## src/rtl/txd_pkg.sv

```systemverilog
package txd_pkg;

    localparam int CSR_W = 32;
    localparam int IRQ_W = 3;

    localparam int IRQ_DONE = 0;
    localparam int IRQ_IDLE = 1;
    localparam int IRQ_ERR  = 2;

    localparam logic [1:0] REG_CTL = 2'd0;
    localparam logic [1:0] REG_RCV = 2'd1;
    localparam logic [1:0] REG_IRQ = 2'd2;
    localparam logic [1:0] REG_ERR = 2'd3;

    typedef enum logic [2:0] {
        ST_HALT,
        ST_FETCH,
        ST_CHECK,
        ST_SEND,
        ST_WAIT,
        ST_WBACK
    } seq_state_t;

    // bit order matches irq_stat: done in bit 0
    typedef struct packed {
        logic err;
        logic idle;
        logic done;
    } irq_set_t;

endpackage

```

## src/rtl/txd_edge.sv

```systemverilog
module txd_edge (
    input  logic clk,
    input  logic rst_n,
    input  logic lvl,
    output logic rise
);

    logic lvl_q;

    always_ff @(posedge clk) begin
        if (!rst_n) lvl_q <= 1'b0;
        else        lvl_q <= lvl;
    end

    assign rise = lvl & ~lvl_q;

endmodule

```

## src/rtl/txd_csr.sv

```systemverilog
module txd_csr
    import txd_pkg::*;
#(
    parameter int AW = 8
) (
    input  logic             clk,
    input  logic             rst_n,
    input  logic             csr_wr,
    input  logic [1:0]       csr_addr,
    input  logic [CSR_W-1:0] csr_wdata,
    output logic [CSR_W-1:0] csr_rdata,
    input  irq_set_t         sets,
    input  logic             err_ld,
    input  logic [AW-1:0]    err_addr,
    output logic             ctl_clr,
    output logic [AW-1:0]    rcv_ptr,
    output logic [IRQ_W-1:0] irq_stat
);

    logic [AW-1:0]    err_ptr;
    logic [IRQ_W-1:0] w1c;
    logic [IRQ_W-1:0] set_vec;
    logic             unused_wdata;

    assign unused_wdata = ^csr_wdata[CSR_W-1:AW];
    assign set_vec      = sets;
    assign w1c          = (csr_wr && csr_addr == REG_IRQ) ? csr_wdata[IRQ_W-1:0] : '0;

    always_ff @(posedge clk) begin
        if (!rst_n) begin
            ctl_clr  <= 1'b0;
            rcv_ptr  <= '0;
            irq_stat <= '0;
            err_ptr  <= '0;
        end else begin
            if (csr_wr && csr_addr == REG_CTL) ctl_clr <= csr_wdata[0];
            if (csr_wr && csr_addr == REG_RCV) rcv_ptr <= csr_wdata[AW-1:0];
            // set wins over a clear in the same cycle
            irq_stat <= (irq_stat & ~w1c) | set_vec;
            if (err_ld) err_ptr <= err_addr;
        end
    end

    always_comb begin
        csr_rdata = '0;
        unique case (csr_addr)
            REG_CTL: csr_rdata = CSR_W'(ctl_clr);
            REG_RCV: csr_rdata = CSR_W'(rcv_ptr);
            REG_IRQ: csr_rdata = CSR_W'(irq_stat);
            REG_ERR: csr_rdata = CSR_W'(err_ptr);
            default: csr_rdata = '0;
        endcase
    end

endmodule

```

## src/rtl/txd_fsm.sv

```systemverilog
module txd_fsm
    import txd_pkg::*;
#(
    parameter int AW  = 8,
    parameter int DW  = 32,
    parameter int STW = 16
) (
    input  logic           clk,
    input  logic           rst_n,
    input  logic           clr_rise,
    input  logic [AW-1:0]  rcv_ptr,
    input  logic [DW-1:0]  rd_data,
    input  logic           resp_next,
    input  logic           resp_done,
    input  logic           resp_ok,
    input  logic [STW-1:0] resp_stat,
    output logic           rd_en,
    output logic           wr_en,
    output logic           xfer_req,
    output logic           xfer_last,
    output logic [AW-1:0]  cur_addr,
    output logic [STW-1:0] wr_stat,
    output irq_set_t       sets,
    output logic           err_ld
);

    localparam int F_BIT = DW - 1;
    localparam int L_BIT = DW - 2;

    seq_state_t     state, nxt;
    logic [AW-1:0]  ptr;
    logic           cur_last;
    logic [STW-1:0] stat_q;
    logic           err_q;
    logic           desc_full;
    logic           desc_last;
    logic           unused_desc;

    assign desc_full   = rd_data[F_BIT];
    assign desc_last   = rd_data[L_BIT];
    assign unused_desc = ^rd_data[L_BIT-1:0];

    always_comb begin
        nxt = state;
        unique case (state)
            ST_HALT:  if (clr_rise) nxt = ST_FETCH;
            ST_FETCH: nxt = ST_CHECK;
            ST_CHECK: nxt = desc_full ? ST_SEND : ST_HALT;
            ST_SEND:  nxt = ST_WAIT;
            ST_WAIT: begin
                if (resp_done)                  nxt = ST_WBACK;
                else if (resp_next && !cur_last) nxt = ST_FETCH;
            end
            ST_WBACK: nxt = err_q ? ST_HALT : ST_FETCH;
            default:  nxt = ST_HALT;
        endcase
    end

    always_ff @(posedge clk) begin
        if (!rst_n) state <= ST_HALT;
        else        state <= nxt;
    end

    always_ff @(posedge clk) begin
        if (!rst_n) begin
            ptr      <= '0;
            cur_last <= 1'b0;
            stat_q   <= '0;
            err_q    <= 1'b0;
        end else begin
            unique case (state)
                ST_HALT:  if (clr_rise) ptr <= rcv_ptr;
                ST_CHECK: if (desc_full) cur_last <= desc_last;
                ST_WAIT: begin
                    if (resp_done) begin
                        stat_q <= resp_stat;
                        err_q  <= !resp_ok || !cur_last;
                    end else if (resp_next && !cur_last) begin
                        ptr <= ptr + AW'(1);
                    end
                end
                ST_WBACK: if (!err_q) ptr <= ptr + AW'(1);
                default: ;
            endcase
        end
    end

    always_comb begin
        rd_en     = (state == ST_FETCH);
        xfer_req  = (state == ST_SEND);
        wr_en     = (state == ST_WBACK);
        xfer_last = cur_last;
        cur_addr  = ptr;
        wr_stat   = stat_q;
        sets.idle = (state == ST_CHECK) && !desc_full;
        sets.done = (state == ST_WBACK) && !err_q;
        sets.err  = (state == ST_WBACK) && err_q;
        err_ld    = (state == ST_WBACK) && err_q;
    end

endmodule

```

## src/rtl/txd_ring_seq.sv

```systemverilog
module txd_ring_seq
    import txd_pkg::*;
#(
    parameter int AW  = 8,
    parameter int DW  = 32,
    parameter int STW = 16
) (
    input  logic             clk,
    input  logic             rst_n,
    input  logic             csr_wr,
    input  logic [1:0]       csr_addr,
    input  logic [CSR_W-1:0] csr_wdata,
    output logic [CSR_W-1:0] csr_rdata,
    output logic             ram_rd_en,
    output logic [AW-1:0]    ram_rd_addr,
    input  logic [DW-1:0]    ram_rd_data,
    output logic             ram_wr_en,
    output logic [AW-1:0]    ram_wr_addr,
    output logic [STW-1:0]   ram_wr_stat,
    output logic             xfer_req,
    output logic [AW-1:0]    xfer_addr,
    output logic             xfer_last,
    input  logic             resp_next,
    input  logic             resp_done,
    input  logic             resp_ok,
    input  logic [STW-1:0]   resp_stat,
    output logic [IRQ_W-1:0] irq_stat
);

    logic          ctl_clr;
    logic          clr_rise;
    logic [AW-1:0] rcv_ptr;
    logic [AW-1:0] cur_addr;
    irq_set_t      sets;
    logic          err_ld;

    txd_edge u_edge (
        .clk  (clk),
        .rst_n(rst_n),
        .lvl  (ctl_clr),
        .rise (clr_rise)
    );

    txd_csr #(.AW(AW)) u_csr (
        .clk      (clk),
        .rst_n    (rst_n),
        .csr_wr   (csr_wr),
        .csr_addr (csr_addr),
        .csr_wdata(csr_wdata),
        .csr_rdata(csr_rdata),
        .sets     (sets),
        .err_ld   (err_ld),
        .err_addr (cur_addr),
        .ctl_clr  (ctl_clr),
        .rcv_ptr  (rcv_ptr),
        .irq_stat (irq_stat)
    );

    txd_fsm #(.AW(AW), .DW(DW), .STW(STW)) u_fsm (
        .clk      (clk),
        .rst_n    (rst_n),
        .clr_rise (clr_rise),
        .rcv_ptr  (rcv_ptr),
        .rd_data  (ram_rd_data),
        .resp_next(resp_next),
        .resp_done(resp_done),
        .resp_ok  (resp_ok),
        .resp_stat(resp_stat),
        .rd_en    (ram_rd_en),
        .wr_en    (ram_wr_en),
        .xfer_req (xfer_req),
        .xfer_last(xfer_last),
        .cur_addr (cur_addr),
        .wr_stat  (ram_wr_stat),
        .sets     (sets),
        .err_ld   (err_ld)
    );

    assign ram_rd_addr = cur_addr;
    assign ram_wr_addr = cur_addr;
    assign xfer_addr   = cur_addr;

endmodule

```

## config.mk

```make
export PLATFORM = sky130hd
export DESIGN_NAME = txd_ring_seq
export DESIGN_NICKNAME = d
export VERILOG_FILES = /design/src/rtl/txd_pkg.sv /design/src/rtl/txd_edge.sv /design/src/rtl/txd_csr.sv /design/src/rtl/txd_fsm.sv /design/src/rtl/txd_ring_seq.sv
export SDC_FILE = /design/constraint.sdc
export NUM_CORES = 1
export LEC_CHECK = 0
export ABC_AREA = 1
export BUFFER_PORTS_ARGS = -buffer_cell sky130_fd_sc_hd__buf_2
export CORE_MARGIN = 3
export CORE_UTILIZATION = 42
export CTS_CLUSTER_DIAMETER = 120
export DETAILED_ROUTE_END_ITERATION = 8
export PLACE_DENSITY = 0.77
export SETUP_SLACK_MARGIN = 0.02
export SLEW_MARGIN = 20
export SYNTH_ARGS = -nofsm -noshare
export SYNTH_HDL_FRONTEND = slang
export SYNTH_SLANG_ARGS = --single-unit
```

## constraint.sdc

```tcl
create_clock -name clk -period 1.4 [get_ports clk]
set_input_delay 0.28 -clock clk [delete_from_list [all_inputs] [get_ports clk]]
set_output_delay 0.28 -clock clk [all_outputs]
set_load 0.02 [all_outputs]
```

# Word level (Yosys, flattened, before mapping)
# Cells that the tools add are included.
# W data, S select, Z words.
dict set report totals {
  out_inout_bits 79
  reg_bits 50
  inputBits 88
}
dict set report classes {
  reduce_logical 19
  n_bitwise 5
  add_sub_neg 1
  n_eq_ne 13
  muxes 13
}
# operator n
set ops {}
lappend ops {{$pmux W32 S4} 1}
lappend ops {{$mux W8} 4}
lappend ops {{$pmux W8 S3} 1}
lappend ops {{$pmux W3 S6} 1}
lappend ops {{$mux W3} 4}
lappend ops {{$add A8 B1 Y8 const B} 1}
lappend ops {{$logic_and A1 B1 Y1} 7}
lappend ops {{$eq A3 B2 Y1 const B} 2}
lappend ops {{$eq A3 B3 Y1 const B} 2}
lappend ops {{$ne A2 B2 Y1 const B} 3}
lappend ops {{$reduce_and A2 Y1} 3}
lappend ops {{$reduce_and A5 Y1} 1}
lappend ops {{$eq A2 B2 Y1 const B} 2}
lappend ops {{$logic_not A1 Y1} 4}
lappend ops {{$and A3 B3 Y3} 1}
lappend ops {{$eq A3 B1 Y1 const B} 1}
lappend ops {{$logic_not A3 Y1} 1}
lappend ops {{$ne A3 B2 Y1 const B} 1}
lappend ops {{$not A3 Y3} 1}
lappend ops {{$or A3 B3 Y3} 1}
lappend ops {{$reduce_bool A3 Y1} 1}
lappend ops {{$eq A2 B1 Y1 const B} 1}
lappend ops {{$logic_not A2 Y1} 1}
lappend ops {{$mux W2} 1}
lappend ops {{5 further kinds} 5}

# Depth between registers and ports, before layout
# Gate-level depths: netlist (run 1).
dict set report depth {
  depth_word 6
  depth_mapped 9
  depth_no_buf 9
}

# Cells and area by module
# Synthesis (run 1) repeated with hierarchy kept, for this count alone.
dict set report hier_totals {
  hier_cells 367
  area_unflattened_um2 2626.3
}
# module cells_per_inst seq_area_each_um2 instances area_per_inst_um2
set by_module_without_submodules {}
lappend by_module_without_submodules {txd_fsm 197 580.6 1 1412.6}
lappend by_module_without_submodules {txd_csr 149 400.4 1 1056.0}
lappend by_module_without_submodules {txd_ring_seq 16 0.0 1 120.1}
lappend by_module_without_submodules {txd_edge 5 20.0 1 37.5}

# Worst setup path after synthesis (run 1)
# Ideal clock, no wire load.
dict set report synth_timing {
  path_kind {reg2reg}
  startpoint {reg u_fsm.ptr[0], in the netlist u_fsm.cur_addr[0]}
  endpoint {reg u_fsm.ptr[4], in the netlist u_fsm.cur_addr[4]}
  arrival_time_ns 1.295
  required_time_ns 1.284
  setup_slack_ns -0.012
  period_less_slack_ns 1.412
  setup_time_ns 0.116
  path_buffers 0
  stages_incl_launch_ff 9
  path_cell_list {dfxtp_1 > ha_1 > nand3_1 > nand2_1 > inv_1 > o21ai_0 > o21ai_0 > nor2_1 > nor2_1}
}
dict set report synth_between {
  elab_chain_cells 4
  word_cells_on_any_way 5
  cone_classes {add/sub: 1; mux: 4}
}
# element line_no
set synth_lines {}
lappend synth_lines {{start, declared} txd_fsm.sv:31} ;# logic [AW-1:0] ptr;
lappend synth_lines {{start signal, assigned} txd_fsm.sv:72} ;# ST_HALT: if (clr_rise) ptr <= rcv_ptr;
lappend synth_lines {{start signal, assigned} txd_fsm.sv:79} ;# ptr <= ptr + AW'(1);
lappend synth_lines {{start signal, assigned} txd_fsm.sv:82} ;# ST_WBACK: if (!err_q) ptr <= ptr + AW'(1);
lappend synth_lines {{$add A8 B1 Y8 (*)} {txd_fsm.sv:79, txd_fsm.sv:82}}
lappend synth_lines {{$mux W8} txd_fsm.sv:78} ;# end else if (resp_next && !cur_last) begin
lappend synth_lines {{$mux W8} txd_fsm.sv:75} ;# if (resp_done) begin
lappend synth_lines {{$pmux W8 S3 (*)} txd_fsm.sv:71} ;# unique case (state)
# Mark *: on every way between the ends. The rest lies on a longest branch, timed or not. The select of a mux whose other input is x is not followed.
# A chain may end at the register's enable or synchronous reset.

# Final worst setup path (run 1)
dict set report layout_timing {
  startpoint {reg u_fsm.state[2]}
  endpoint {out ram_wr_en}
}
dict set report layout_between {
  elab_chain_cells 1
}
# element line_no
set layout_lines {}
lappend layout_lines {{start, declared} txd_fsm.sv:30} ;# seq_state_t state, nxt;
lappend layout_lines {{start signal, assigned} txd_fsm.sv:61} ;# else state <= nxt;
lappend layout_lines {{$eq A3 B3 Y1} txd_fsm.sv:91} ;# wr_en = (state == ST_WBACK);
lappend layout_lines {{end, declared} txd_ring_seq.sv:17} ;# output logic ram_wr_en,
# No other way between the ends.

==> results of run 1 <==
-- synthesized netlist by cell type (all sizes together) (2+ instances only) --
master / instances / share of area [%]
a21oi: 41 / 8.1
o22ai: 5 / 1.2
or2: 2 / 0.50
nand3: 18 / 4.2
buf: 45 / 13
inv: 55 / 8.2
o221ai: 2 / 0.69
clkbuf: 5 / 0.79
nand2: 39 / 6.1
o21ai: 49 / 9.7
dfxtp: 50 / 40
nor3: 3 / 0.60
nor2: 26 / 4.7
-- per-stage QoR --
stage	TNS [ns]	utilization [%]	setup slack, ns
floorplan	0	-	0.08152
detailed placement	0	51.54	0.02100
global route	-0.2675	57.77	-0.08413
finish	-0.02320	57.77	-0.01374
CTS	0	55.38	0.0007088
global placement	0	51.54	0.01211
-- what timing repair did --
action                                  4_1_cts  5_1_grt
endpoints found under the setup margin        4       40
hold buffers                                  0        0
pin swaps                                     2        3
gates resized for setup                      15       38
setup buffers                                 9        2
-- per-layer routing --
metal,routed length (um),vias up,part of all wire (%)
met5,0,-,0
met1,2590,1093,42
met2,2961,105,48
li1,-,1253,-
met4,108,0,1.8
met3,500,13,8.1
-- cells by family after synthesis --
| logic type | count (synthesis) | synth area share [%] |
|---|---|---|
| adder cells (fa/ha/maj) | 1 | 0.4962 |
| AND/OR/NAND/NOR | 89 | 16.28 |
| AO/OA/AOI/OAI | 102 | 21.34 |
| buffers and inverters | 106 | 22.03 |
| other | 1 | 0.1487 |
| flip-flops | 50 | 39.70 |
-- power groups by stage --
stage          Combinational, uW  Clock (uW)  Sequential, uW
2_1_floorplan                636           0            1670
3_3_place_gp                 809           0            1620
3_5_place_dp                 822           0            1620
4_1_cts                      846        1090            1590
5_1_grt                      971        1160            1620
6_report                     891        1070            1600
-- layout make-up --
type | instances | area share [%]
Tap cell | 72 | 2.764
Sequential cell | 50 | 31.29
Inverter | 56 | 6.603
Clock buffer | 5 | 2.111
Multi-Input combinational cell | 216 | 35.01
Clock inverter | 3 | 1.497
Timing Repair Buffer | 114 | 20.73
-- sequential cells by signal (all words and copies together) (netlist names) --
signal and cells:
u_fsm.wr_stat 16, u_csr.err_ptr 8, u_csr.rcv_ptr 8, u_fsm.cur_addr 8
u_csr.irq_stat 3, u_fsm.state 3, u_csr.ctl_clr 1, u_edge.lvl_q 1
u_fsm.err_q 1, u_fsm.xfer_last 1
-- path summary, 6_finish.rpt --
| path | to | depth (start not counted) |
|---|---|---|
| setup / recovery | ram_wr_en | 5 |
| setup reg to reg | u_fsm.state[2] | 10 |
| hold reg to reg | u_fsm.wr_stat[6] | 2 |
| hold / removal | u_fsm.xfer_last | 3 |
-- critical path: stages (launching register included) --
cell     delay [ns]
dfxtp_2        0.37
inv_4          0.06
nor2_4         0.12
inv_2          0.05
nor2_2         0.10
buf_6          0.13
==> results.sh, run 1 <==
export IMPL_final_common_cell="buf_2"
export IMPL_grt_busiest_layer="met2"
export IMPL_cts_max_path_buffers=2
export IMPL_maxCapViolations=0
export IMPL_required_ns=1.12
export IMPL_seq_power_share_pct=44.9
export IMPL_cts_tree="built"
export IMPL_timing_final_crit_share_pct=101.0
export IMPL_vias=2464
export IMPL_wl_per_cell_um=11.94
export IMPL_area_delta_synth_final_pct=29.28
export IMPL_final_seq_area_um2=1020
export IMPL_grtUsageMet1_pct=19.73
export IMPL_die_w_um=83.48
export IMPL_portBuffers=88
export IMPL_clock_sinks=50
export IMPL_core_area_um2=5642
export IMPL_final_cell_mix="78 x buf_2, 51 x inv_1, 46 x o21ai_0"
export IMPL_arrival_ns=1.13
export IMPL_seq_area_frac_synth_pct=39.70
export IMPL_use_met3_pct=4.541
export IMPL_placed_area_um2=2908
export IMPL_period_needed_ns=1.414
export IMPL_ant_nets=0
export IMPL_fillers=530
export IMPL_finalMaxSlewViolations=0
export IMPL_skew_ns=0.006168
export IMPL_grt_max_degree=36
export IMPL_finalSetupViolCount=2
export IMPL_holdWs_ns=0.1980
export IMPL_synthCells=349
export IMPL_synth_area_um2=2521
export IMPL_grt_ovfl_total=0
export IMPL_cts_root_buffer="clkbuf_8"
export IMPL_critPathCaptureType="primary output"
export IMPL_hold_viol=0
export IMPL_route_detailed_drc=0
export IMPL_final_nets=532
export IMPL_violations="negative setup slack"
export IMPL_hp_start="ram_rd_data[30]"
export IMPL_grt_pass1_wl_um=9708
export IMPL_synth_edf_count=0
export IMPL_synth_area_per_cell_um2=7.224
export IMPL_cts_reportedPaths_clkPinSlew_ns=0.10
export IMPL_reg2reg_from="u_fsm.state[1]"
export IMPL_power_leakage_uw=0.001505
export IMPL_post_dp_hpwl_um=4283
export IMPL_yosysUniqueCellTypes=29
export IMPL_path_class="flop to primary output"
export IMPL_diodes=0
export IMPL_synth_seq_cells=50
export IMPL_pwr_share_comb_pct=25.0
export IMPL_cts_buffers=5
export IMPL_outcome="complete, but fails checks"
export IMPL_switching_share_pct=34.02
export IMPL_pwr_share_clk_pct=30.1
export IMPL_start_util_pct=44.69
export IMPL_internal_power_uw=2354
export IMPL_ys_flop_type="dfxtp_1"
export IMPL_vias_per_cell=4.775
export IMPL_rsz0062_at_grt="true"
export IMPL_dp_cells=497
export IMPL_async_reset_ff_share_pct=0
export IMPL_drt_iter0_drc=79
export IMPL_htreeDepth=2
export IMPL_peakVddDrop_mv=0.5531
export IMPL_rows=27
export IMPL_met2_usage_pct=29.15
export IMPL_reg2reg_slack_ns=-0.01
export IMPL_hold_class="primary input to flop"
export IMPL_num_io_pins=167
export IMPL_clk_latency_ns=0.31
export IMPL_cp_startpoint="u_fsm.state[2]"
export IMPL_ys_warn_count=0
export IMPL_wirelength_um=6161
export IMPL_grt_pass1_vias=2218
export IMPL_grt_util_all_layers_pct=16.70
export IMPL_antenna_found_initial=0
export IMPL_total_power_uw=3569
export IMPL_multi_input_area_um2=1141
export IMPL_cp_max_fo=6
export IMPL_start_kind="flop"
export IMPL_final_area_um2=3259
export IMPL_die_h_um=83.48
export IMPL_fmax_mhz=707.3
export IMPL_globalplace_congestion=0.8591
export IMPL_final_instance_count_excl_fill=516
export IMPL_p_per_area_nw_per_um2=1095
export IMPL_setup_slack_ns=-0.01374
export IMPL_die_area_um2=6968
export IMPL_p_sw_uw=1214
export IMPL_first_pass_iters=4
export IMPL_drive_gt1_share_pct=37.16
No activity file was read; power rests on OpenSTA's default activity.
==> run 2, diff against run 1 <==
--- a/config.mk
+++ b/config.mk
@@ -7,12 +7,14 @@
 export LEC_CHECK = 0
 export ABC_AREA = 1
 export BUFFER_PORTS_ARGS = -buffer_cell sky130_fd_sc_hd__buf_2
+export CAP_MARGIN = 20
+export CORE_ASPECT_RATIO = 1.1
 export CORE_MARGIN = 3
 export CORE_UTILIZATION = 42
 export CTS_CLUSTER_DIAMETER = 120
 export DETAILED_ROUTE_END_ITERATION = 8
 export PLACE_DENSITY = 0.77
-export SETUP_SLACK_MARGIN = 0.02
+export SETUP_SLACK_MARGIN = 0.05
 export SLEW_MARGIN = 20
 export SYNTH_ARGS = -nofsm -noshare
 export SYNTH_HDL_FRONTEND = slang
==> run 2 against run 1 <==
Compared with the run above: the flow now finishes without violations; register-to-register slack improved by 0.08 ns; sequential cell count did not move; largest cell class unchanged; clock power fell by 14%; combinational power rose by 5.1%; final area rose by 0.96%; worst setup slack improved by 0.037 ns; routed wire length fell by 3.5%; fmax rose by 2.7%; sequential power barely moved; clock skew rose by 0.0020 ns; utilization rose by 0.93 points; critical endpoint unchanged; non-clock buffer count fell by 3.
==> results.sh, run 2 (same netlist as run 1, synthesis figures left out) <==
export IMPL_core_area_um2=5605
export IMPL_drt_iter0_drc=105
export IMPL_multi_input_area_um2=1184
export IMPL_cp_max_fo=6
export IMPL_period_needed_ns=1.377
export IMPL_worstHoldPathCells=3
export IMPL_start_kind="flop"
export IMPL_htreeDepth=2
export IMPL_hold_viol=0
export IMPL_p_per_area_nw_per_um2=1054
export IMPL_timing_final_crit_share_pct=98.33
export IMPL_area_delta_synth_final_pct=30.52
export IMPL_rsz0062_at_grt="true"
export IMPL_critPathMaxStageDelay_ns=0.35
export IMPL_power_leakage_uw=0.001509
export IMPL_peakVddDrop_mv=0.6199
export IMPL_required_ns=1.12
export IMPL_drive_gt1_share_pct=37.87
export IMPL_route_detailed_drc=0
export IMPL_start_util_pct=44.98
export IMPL_grt_util_all_layers_pct=16.65
export IMPL_hp_start="ram_rd_data[30]"
export IMPL_rr_worst_depth=8
export IMPL_final_nets=529
export IMPL_finalMaxSlewViolations=0
export IMPL_arrival_ns=1.10
export IMPL_maxCapViolations=0
export IMPL_die_area_um2=6969
export IMPL_cts_root_buffer="clkbuf_8"
export IMPL_hold_class="primary input to flop"
export IMPL_die_h_um=87.26
export IMPL_grt_ovfl_total=0
export IMPL_worst_path_max_delay_cell="dfxtp_2"
export IMPL_grt_pass1_wl_um=9232
export IMPL_grt_max_degree=36
export IMPL_largest_register_ffs=16
export IMPL_ant_nets=0
export IMPL_first_pass_iters=4
export IMPL_path_class="flop to primary output"
export IMPL_final_cell_mix="78 x buf_2, 50 x inv_1, 40 x a21oi_1, 40 x dfxtp_1, 34 x nand2_1"
export IMPL_wl_per_cell_um=11.53
export IMPL_diodes=0
export IMPL_skew_ns=0.008159
export IMPL_vias=2409
export IMPL_portBuffers=88
export IMPL_reg2reg_from="u_fsm.state[1]"
export IMPL_placed_area_um2=2889
export IMPL_final_area_um2=3291
export IMPL_final_seq_area_um2=1023
export IMPL_fmax_mhz=726.4
export IMPL_reg2reg_slack_ns=0.07
export IMPL_critPathCaptureType="primary output"
export IMPL_crit_chain="inv_4 -> nor2_4 -> inv_2 -> nor2_1 -> buf_4"
export IMPL_clk_latency_ns=0.30
export IMPL_finalSetupViolCount=0
export IMPL_rows=28
export IMPL_vias_per_cell=4.669
export IMPL_cts_max_path_buffers=2
export IMPL_r2r_end="u_fsm.cur_addr[7]"
export IMPL_die_w_um=79.87
export IMPL_whs_endpoint="u_fsm.xfer_last"
export IMPL_cts_buffers=5
export IMPL_utilization_pct=58.71
export IMPL_fillers=525
export IMPL_antenna_found_initial=0
export IMPL_clock_sinks=50
export IMPL_post_dp_hpwl_um=4312
export IMPL_cts_tree="built"
export IMPL_outcome="finished, final reports clean"
export IMPL_final_common_cell="buf_2"
export IMPL_num_io_pins=167
export IMPL_globalplace_congestion=0.7733
export IMPL_wirelength_um=5948
export IMPL_grt_pass1_vias=2140
export IMPL_cts_reportedPaths_clkPinSlew_ns=0.09
run 2: changes by cell type in the layout (fill, tap and decap cells not counted), sizes merged:
cell	change
buf	-3
clkinvlp	-1
bufinv	-1
clkinv	+1
inv	-1
clkbuf	+2
run 2: area by class of cell:
cell class                 count  area share (%)
clock buffer                   7           2.928
clock inverter                 1          0.2662
inverter                      56           6.540
multi-input combinational    216           35.97
sequential                    50           31.10
tap                           75           2.852
timing repair buffer         111           20.34
run 2: worst max-delay path: cells and delay by family (launching register included):
| kind | cells | cell delay (ns) |
|---|---|---|
| buf+inv | 3 | 0.26 |
| flops | 1 | 0.35 |
| simple gates | 2 | 0.19 |
run 2: through the flow:
| step | instances | power [uW] | worst slack [ns] | hold slack (ns) | setup TNS (ns) |
|---|---|---|---|---|---|
| 3_3_place_gp | 497 | 2424 | 0.03682 | 0.4279 | 0 |
| 2_1_floorplan | 372 | 2311 | 0.08152 | 0.3952 | 0 |
| 4_1_cts | 510 | 3409 | 0.02274 | 0.1978 | 0 |
| 5_1_grt | 516 | 3665 | -0.04925 | 0.2095 | -0.1437 |
| 3_5_place_dp | 497 | 2441 | 0.04130 | 0.4316 | 0 |
| 6_report | 516 | 3468 | 0.02338 | 0.2049 | 0 |
run 2: routing by layer:
layer | part of all wire [%] | GRT usage, %
met2 | 50 | 29.23
met1 | 41 | 19.27
met4 | 1.6 | 5.530
met5 | 0 | 0
met3 | 8.1 | 4.969
run 2: how the worst max path moves through the flow:
stage	slack [ns]	from	cells after the start	end
3_5_place_dp	0.04	csr_addr[0]	6	csr_rdata[1]
2_1_floorplan	0.08	u_fsm.cur_addr[2]	8	u_fsm.cur_addr[5]
4_1_cts	0.02	u_fsm.state[2]	5	ram_wr_en
5_1_grt	-0.05	u_fsm.state[2]	5	ram_wr_en
6_report	0.02	u_fsm.state[2]	5	ram_wr_en
3_3_place_gp	0.04	csr_addr[0]	6	csr_rdata[1]
run 2: power by group:
part	internal (uW)	switching, uW
Combinational	341	595
Clock	453	466
Sequential	1500	110
Total	2300	1170
run 2: timing repair:
item,CTS,global route
hold buffers,0,0
gates resized for setup,22,61
hold endpoints to repair,0,0
endpoints found under the setup margin,5,46
pin swaps,2,15
buffers inserted,5,6
==> run 3, diff against run 2 <==
--- a/config.mk
+++ b/config.mk
@@ -14,6 +14,7 @@
 export CTS_CLUSTER_DIAMETER = 120
 export DETAILED_ROUTE_END_ITERATION = 8
 export PLACE_DENSITY = 0.77
+export RECOVER_POWER = 100
 export SETUP_SLACK_MARGIN = 0.05
 export SLEW_MARGIN = 20
 export SYNTH_ARGS = -nofsm -noshare
==> run 3 against run 2 <==
Compared with the run above: via count down 0.37%; cell count unchanged; sequential cell count is the same; worst setup slack about the same; clock-buffer cell count unchanged; register-to-register slack barely moved; sequential power barely moved; worst hold slack lost 0.00080 ns; sequential share of layout area increased by 0.30 points; critical path depth decreased by 1; die area did not move; critical path type unchanged; largest power group unchanged.
==> results.sh, run 3 (same netlist as run 1, synthesis figures left out) <==
export IMPL_dp_cells=497
export IMPL_r2r_end="u_fsm.cur_addr[7]"
export IMPL_reg2reg_slack_ns=0.07
export IMPL_drt_iter0_drc=110
export IMPL_portBuffers=88
export IMPL_cp_max_fo=6
export IMPL_grt_max_degree=36
export IMPL_first_pass_iters=4
export IMPL_wl_per_cell_um=11.50
export IMPL_top_layer="met4"
export IMPL_worstHoldPathCells=3
export IMPL_timing_final_crit_share_pct=98.34
export IMPL_num_io_pins=167
export IMPL_final_cell_mix="58 x buf_2, 50 x inv_1, 40 x a21oi_1, 40 x dfxtp_1, 34 x nand2_1"
export IMPL_rows=28
export IMPL_cts_root_buffer="clkbuf_8"
export IMPL_fmax_mhz=726.4
export IMPL_cts_max_path_buffers=2
export IMPL_path_class="flop to primary output"
export IMPL_htreeDepth=2
export IMPL_rr_worst_depth=8
export IMPL_peakVddDrop_mv=0.6202
export IMPL_hp_start="ram_rd_data[30]"
export IMPL_reg2reg_from="u_fsm.state[1]"
export IMPL_utilization_pct=58.15
export IMPL_post_dp_hpwl_um=4312
export IMPL_vias_per_cell=4.651
export IMPL_core_area_um2=5605
export IMPL_rsz0062_at_grt="true"
export IMPL_grt_ovfl_total=0
export IMPL_dpl_worst_slack_ns=0.04130
export IMPL_setup_tns_ns=0
export IMPL_whs_endpoint="u_fsm.xfer_last"
export IMPL_drive_gt1_share_pct=32.88
export IMPL_final_area_um2=3259
export IMPL_cts_tree="built"
export IMPL_wirelength_um=5935
export IMPL_hold_class="primary input to flop"
export IMPL_maxCapViolations=0
export IMPL_route_met3_wl_um=495
export IMPL_die_area_um2=6969
export IMPL_die_w_um=79.87
export IMPL_required_ns=1.12
export IMPL_ant_nets=0
export IMPL_largest_register_ffs=16
export IMPL_globalplace_congestion=0.7733
export IMPL_clock_sinks=50
export IMPL_vias=2400
export IMPL_period_needed_ns=1.377
export IMPL_area_delta_synth_final_pct=29.28
export IMPL_final_common_cell="buf_2"
export IMPL_finalMaxSlewViolations=0
export IMPL_arrival_ns=1.10
export IMPL_diodes=0
export IMPL_setup_slack_ns=0.02327
export IMPL_grt_pass1_vias=2140
export IMPL_start_kind="flop"
export IMPL_met2_length_um=2945
export IMPL_final_instance_count_excl_fill=516
export IMPL_cts_reportedPaths_clkPinSlew_ns=0.09
export IMPL_power_leakage_uw=0.001417
export IMPL_hold_viol=0
export IMPL_outcome="finished, final reports clean"
export IMPL_finalSetupViolCount=0
export IMPL_die_h_um=87.26
export IMPL_skew_ns=0.008293
export IMPL_route_detailed_drc=0
export IMPL_antenna_found_initial=0
export IMPL_final_nets=529
export IMPL_p_per_area_nw_per_um2=1063
export IMPL_cts_buffers=5
export IMPL_grt_util_all_layers_pct=16.65
export IMPL_wl_met1_um=2385
export IMPL_start_util_pct=44.98
export IMPL_critPathCaptureType="primary output"
export IMPL_grt_pass1_wl_um=9232
export IMPL_clk_latency_ns=0.30
export IMPL_placed_area_um2=2889
## run 3: changes by cell type in the layout (fill, tap and decap cells not counted)
cell,change
buf_2,-20
buf_4,-2
clkbuf_1,+21
clkbuf_4,+1
nor2_1,+1
nor2_2,-1
## run 3: critical path, stage by stage, from the launching register on
cell     delay, ns
dfxtp_2       0.34
inv_4         0.09
nand2_2       0.11
nor2_4        0.14
buf_6         0.13
## run 3: worst max-delay path by stage
| stage | startpoint | end | slack [ns] |
|---|---|---|---|
| 2_1_floorplan | u_fsm.cur_addr[2] | u_fsm.cur_addr[5] | 0.08 |
| 3_3_place_gp | csr_addr[0] | csr_rdata[1] | 0.04 |
| 3_5_place_dp | csr_addr[0] | csr_rdata[1] | 0.04 |
| 4_1_cts | u_fsm.state[2] | ram_wr_en | 0.02 |
| 5_1_grt | u_fsm.state[2] | ram_wr_en | -0.05 |
| 6_report | u_fsm.state[2] | xfer_req | 0.02 |
## run 3: repair_timing
action / CTS / global route
hold endpoints to repair: 0 / 0
cloned: 0 / 0
hold buffers: 0 / 0
setup endpoints to repair: 5 / 46
resized for setup: 22 / 61
pin swaps: 2 / 15
buffers inserted: 5 / 6
## run 3: power breakdown
group	internal, uW	total, uW	switching (uW)
Sequential	1500	1610	110
Combinational	337	931	593
Clock	453	920	467
Total	2290	3460	1170
## run 3: cell type report
cell class | instances | area, um2
clock buffer | 7 | 96.34
clock inverter | 1 | 8.758
fill | 540 | 2346
inverter | 56 | 215.2
multi-input combinational | 216 | 1181
sequential | 50 | 1023
tap | 75 | 93.84
timing repair buffer | 111 | 640.6
## run 3: per-layer routing
layer,vias to the layer above,GRT usage [%]
met1,1045,19.27
met3,9,4.969
met4,0,5.530
met2,95,29.23
met5,-,0
li1,1251,-
## run 3: metrics by stage
step | hold WS [ns] | power [uW]
finish | 0.2041 | 3465
detailed placement | 0.4316 | 2441
global route | 0.2095 | 3661
global placement | 0.4279 | 2424
CTS | 0.1978 | 3409
floorplan | 0.3952 | 2311
